### src/rtl/trap_pkg.sv
package trap_pkg;
  localparam int unsigned TRAP_REG_W = 8;
  typedef logic [TRAP_REG_W-1:0] trap_byte_t;

  // Bits written as 0 by a hitting write are to be cleared
  function automatic trap_byte_t clear_mask(input logic sel, input trap_byte_t wdata);
    return sel ? ~wdata : '0;
  endfunction

  // Clear first, then set: a concurrent alarm wins
  function automatic trap_byte_t trap_next(input trap_byte_t cur, input trap_byte_t alarm,
                                           input logic cap_en, input trap_byte_t clr);
    return (cur & ~clr) | (cap_en ? alarm : '0);
  endfunction

  // Frozen only once shutdown has been seen on two consecutive edges
  function automatic logic capture_allowed(input logic sd_now, input logic sd_prev);
    return !(sd_now && sd_prev);
  endfunction
endpackage

### src/rtl/trap_window.sv
module trap_window #(
  parameter int unsigned ADDR_W    = 8,
  parameter int unsigned NUM_REGS  = 4,
  parameter logic [ADDR_W-1:0] BASE_ADDR = 'h40,
  localparam int unsigned IDX_W = (NUM_REGS > 1) ? $clog2(NUM_REGS) : 1
) (
  input  logic [ADDR_W-1:0] addr_i,
  output logic              hit_o,
  output logic [IDX_W-1:0]  idx_o
);
  logic [ADDR_W-1:0] offset_w;

  always_comb begin
    offset_w = addr_i - BASE_ADDR;
    hit_o    = (offset_w < ADDR_W'(NUM_REGS));
    idx_o    = offset_w[IDX_W-1:0];
  end
endmodule

### src/rtl/trap_cell.sv
module trap_cell
  import trap_pkg::*;
(
  input  logic       clk,
  input  logic       rst_n,
  input  trap_byte_t alarm_i,
  input  logic       cap_en_i,
  input  trap_byte_t clr_i,
  output trap_byte_t trap_o
);
  trap_byte_t trap_q;

  always_ff @(posedge clk) begin
    if (!rst_n) trap_q <= '0;
    else        trap_q <= trap_next(trap_q, alarm_i, cap_en_i, clr_i);
  end

  assign trap_o = trap_q;
endmodule

### src/rtl/alarm_trap_bank.sv
module alarm_trap_bank
  import trap_pkg::*;
#(
  parameter int unsigned NUM_REGS  = 4,
  parameter int unsigned ADDR_W    = 8,
  parameter logic [ADDR_W-1:0] BASE_ADDR = 'h40,
  localparam int unsigned N_ALARM = NUM_REGS * TRAP_REG_W,
  localparam int unsigned IDX_W   = (NUM_REGS > 1) ? $clog2(NUM_REGS) : 1
) (
  input  logic                  clk,
  input  logic                  rst_n,
  input  logic [N_ALARM-1:0]    alarm_i,
  input  logic                  shutdown_i,
  input  logic [ADDR_W-1:0]     addr_i,
  input  logic                  wr_en_i,
  input  logic [TRAP_REG_W-1:0] wdata_i,
  output logic [TRAP_REG_W-1:0] rdata_o
);
  // Named internal events (observed by the checker)
  logic               shutdown_q;
  logic               cap_en_w;
  logic               win_hit_w;
  logic [IDX_W-1:0]   win_idx_w;
  logic [N_ALARM-1:0] clr_flat_w;
  logic [N_ALARM-1:0] trap_flat_w;
  trap_byte_t         trap_arr [NUM_REGS];

  always_ff @(posedge clk) begin
    if (!rst_n) shutdown_q <= 1'b0;
    else        shutdown_q <= shutdown_i;
  end

  assign cap_en_w = capture_allowed(shutdown_i, shutdown_q);

  trap_window #(
    .ADDR_W   (ADDR_W),
    .NUM_REGS (NUM_REGS),
    .BASE_ADDR(BASE_ADDR)
  ) u_window (
    .addr_i(addr_i),
    .hit_o (win_hit_w),
    .idx_o (win_idx_w)
  );

  for (genvar k = 0; k < NUM_REGS; k++) begin : g_reg
    logic sel_w;
    assign sel_w = wr_en_i && win_hit_w && (win_idx_w == IDX_W'(k));
    assign clr_flat_w[k*TRAP_REG_W +: TRAP_REG_W] = clear_mask(sel_w, wdata_i);

    trap_cell u_cell (
      .clk     (clk),
      .rst_n   (rst_n),
      .alarm_i (alarm_i[k*TRAP_REG_W +: TRAP_REG_W]),
      .cap_en_i(cap_en_w),
      .clr_i   (clr_flat_w[k*TRAP_REG_W +: TRAP_REG_W]),
      .trap_o  (trap_arr[k])
    );
    assign trap_flat_w[k*TRAP_REG_W +: TRAP_REG_W] = trap_arr[k];
  end

  always_comb begin
    rdata_o = '0;
    if (win_hit_w) rdata_o = trap_arr[win_idx_w];
  end
endmodule

### config.mk
export PLATFORM = sky130hd
export DESIGN_NAME = alarm_trap_bank
export DESIGN_NICKNAME = d
export VERILOG_FILES = /design/src/rtl/trap_pkg.sv /design/src/rtl/trap_window.sv /design/src/rtl/trap_cell.sv /design/src/rtl/alarm_trap_bank.sv
export SDC_FILE = /design/constraint.sdc
export NUM_CORES = 1
export LEC_CHECK = 0
export BUFFER_PORTS_ARGS = -buffer_cell sky130_fd_sc_hd__buf_2
export CORE_UTILIZATION = 50
export DETAILED_ROUTE_END_ITERATION = 10
export GPL_ROUTABILITY_DRIVEN = 0
export GPL_TIMING_DRIVEN = 0
export PLACE_DENSITY = 0.83
export REMOVE_ABC_BUFFERS = 1
export SKIP_CTS_REPAIR_TIMING = 1
export SYNTH_ARGS = -nofsm -noshare
export SYNTH_HDL_FRONTEND = slang
export SYNTH_SLANG_ARGS = --single-unit
### constraint.sdc
create_clock -name clk -period 3.8 [get_ports clk]
set_clock_uncertainty 0.15 [all_clocks]
set_input_delay 0.19 -clock clk [delete_from_list [all_inputs] [get_ports clk]]
set_output_delay 0.19 -clock clk [all_outputs]
set_load 0.01 [all_outputs]
==> flow_summary_export.csv <==
group,metric,value,unit
setup_path,crit_top_cell,"buf_2",
timing,setup_tns,0,ns
pwr,peakVddDrop,0.2451,mV
detailed_routing,drt-total-wl,4.299,mm
layout,nNetsFinal,287,
place,detailed_place.area,0.002004,mm2
timing,tightest_slew,1.015,ns
setup_path,crit_family,"simple AND/OR/NAND/NOR gates",
detailed_routing,drtIter0Drc,137,
layout,drive_gt1_share,34.47,%
setup_path,cp_max_fo,8,
detailed_routing,drc,0,
setup_path,path_cells,"buf_2 > or4b_4 > or2_0 > nor2b_1 > buf_2",
setup_path,critPathSlowestCell,"or4b_4",
synth,syn_inst,179,
cts,cts-root-buf,"clkbuf_4",
detailed_routing,wl_per_cell,15.41,um
timing,min_period_over_period,56.37,%
setup_path,arrival,1.80,ns
setup_path,path_class,"in2out",
detailed_routing,ant_nets,0,
setup_path,endpoint_kind,"output port",
synth,postSynthAreaPerCell,9.471,um2
global_route,grt_pass1_vias,1512,
floorplan,chipHeight,60.23,um
cts,clk_pin_slew,0.10,ns
cts,clkLatencyLatePin,0.33,ns
layout,final_area,0.002090,mm2
global_route,grt_max_degree,39,
layout,area_growth,23.25,%
place,io_buffers,59,
layout,fin_util,66.80,%
hold_path,hold_path.class,"in2reg",
floorplan,die_w,60.23,um
pwr,p_per_area,343.2,mW/mm2
run,maxCapViolations,0,
synth,ys_ff_latch,33,
place,hpwl,2.861,mm
timing,rsz0062_at_grt,"false",
timing,final_hold_viol_count,0,
cts,cts_max_level,2,
setup_path,worstPathRequired,3.46,ns
cts,cts_buffers,5,
floorplan,ios,60,
timing,max_freq,466.8,MHz
global_route,antenna_found_initial,0,
timing,period_minus_slack,2.142,ns
synth,ys_seq_area_share,38.97,%
detailed_routing,viasPerCell,5.885,
detailed_routing,vias,1642,
synth,ys_types,18,
setup_path,max_stage_delay,0.62,ns
cts,clock-sinks,33,
timing,whs,0.01878,ns
layout,layout_common_cells,"64 x a21oi_1, 59 x buf_2, 33 x dfxtp_1",
setup_path,cp-start-kind,"primary input",
outcome,status,"finished, final reports clean",
pwr,power.leakage,0.8500,nW
floorplan,start_util,54.20,%
timing,final_max_slew_viol_count,0,
layout,final_common_cell,"a21oi_1",
floorplan,die_area,0.003628,mm2
timing,setup_viol,0,
global_route,grt_pass1_wl,6.803,mm
cts,cts_tree,"done",
detailed_routing,dr.pass1.iters,4,
cts,ctsLongestPathBuffers,2,
timing,relSlewSlack,32.25,%
synth,synth_warnings,0,
setup_path,cp.buffers_inverters,2,
global_route,grt_util_all_layers,26.12,%
layout,diodes,0,
synth,syn-cell-area,0.001695,mm2
floorplan,fp.coreArea,0.003128,mm2
global_route,grt_overflow,0,
floorplan,placement_rows,20,
[worst reg2reg max path: stages, from the launching register on]
cell and delay [ns]:
dfxtp_1 0.32, nand2_2 0.36, buf_12 0.26, a21oi_1 0.11, a211oi_1 0.25
[cell families (layout without fill, tap and decap cells)]
kind of cell	after synthesis	count (layout)	synth area share, %
flip-flops	33	33	38.97
AND/OR/NAND/NOR	26	26	13.14
buffers and inverters	16	72	4.207
multiplexers	8	8	10.63
AO/OA/AOI/OAI	96	96	33.06
[report_power, final]
| group | switching, W | internal (W) | total [W] |
|---|---|---|---|
| clock | 0.000115 | 0.0000873 | 0.000202 |
| combinational | 0.0000623 | 0.0000664 | 0.000129 |
| sequential | 0.0000132 | 0.000373 | 0.000386 |
[sequential cells by signal, indices dropped and copies added (netlist names)]
register and flops:
g.u_cell.trap_o 32, shutdown_q 1
[final timing paths]
path | start | to | slack, ns | cells after the start
setup / recovery | addr_i[2] | rdata_o[7] | 1.66 | 5
hold / removal | alarm_i[13] | g_reg[1].u_cell.trap_o[5]$_SDFF_PN0_ | 0.02 | 3
setup reg to reg | shutdown_q$_SDFF_PN0_ | g_reg[3].u_cell.trap_o[5]$_SDFF_PN0_ | 2.26 | 4
hold reg to reg | g_reg[2].u_cell.trap_o[2]$_SDFF_PN0_ | g_reg[2].u_cell.trap_o[2]$_SDFF_PN0_ | 0.37 | 2
[final cells by class]
type	instances	area [um2]
clock buffers	7	55.05
fillers	265	1039
inverters	2	7.507
multi-input cells	130	965.9
flip-flops and latches	33	660.6
well taps	44	55.05
repair buffers	63	345.3
[per-stage QoR]
step | power (W) | setup WS, ns | instances
global route | 0.0007554 | 1.619 | 279
floorplan | 0.0004634 | 1.898 | 165
CTS | 0.0007160 | 1.669 | 276
global placement | 0.0005129 | 1.478 | 268
finish | 0.0007172 | 1.658 | 279
detailed placement | 0.0005192 | 1.674 | 269
[Yosys cell counts, drive strengths merged]
master	n	area share [%]
a211oi	32	14
a21oi	64	19
and2	1	0.37
buf	4	1.5
clkbuf	10	2.2
dfxtp	33	39
inv	2	0.44
mux4	8	11
nand2	2	0.44
nand2b	8	3.0
nor2b	8	3.0
nor3	1	0.96
nor4	2	2.5
nor4b	1	1.4
or2	2	0.74
or4b	1	0.81
[per-layer routing]
metal,track usage (%),wire length (um),vias up
li1,-,-,802
met5,0,0,-
met4,10.96,56,0
met1,33.20,1813,739
met3,8.225,405,8
met2,40.66,2023,93
Power figures use the tool's default switching activity.
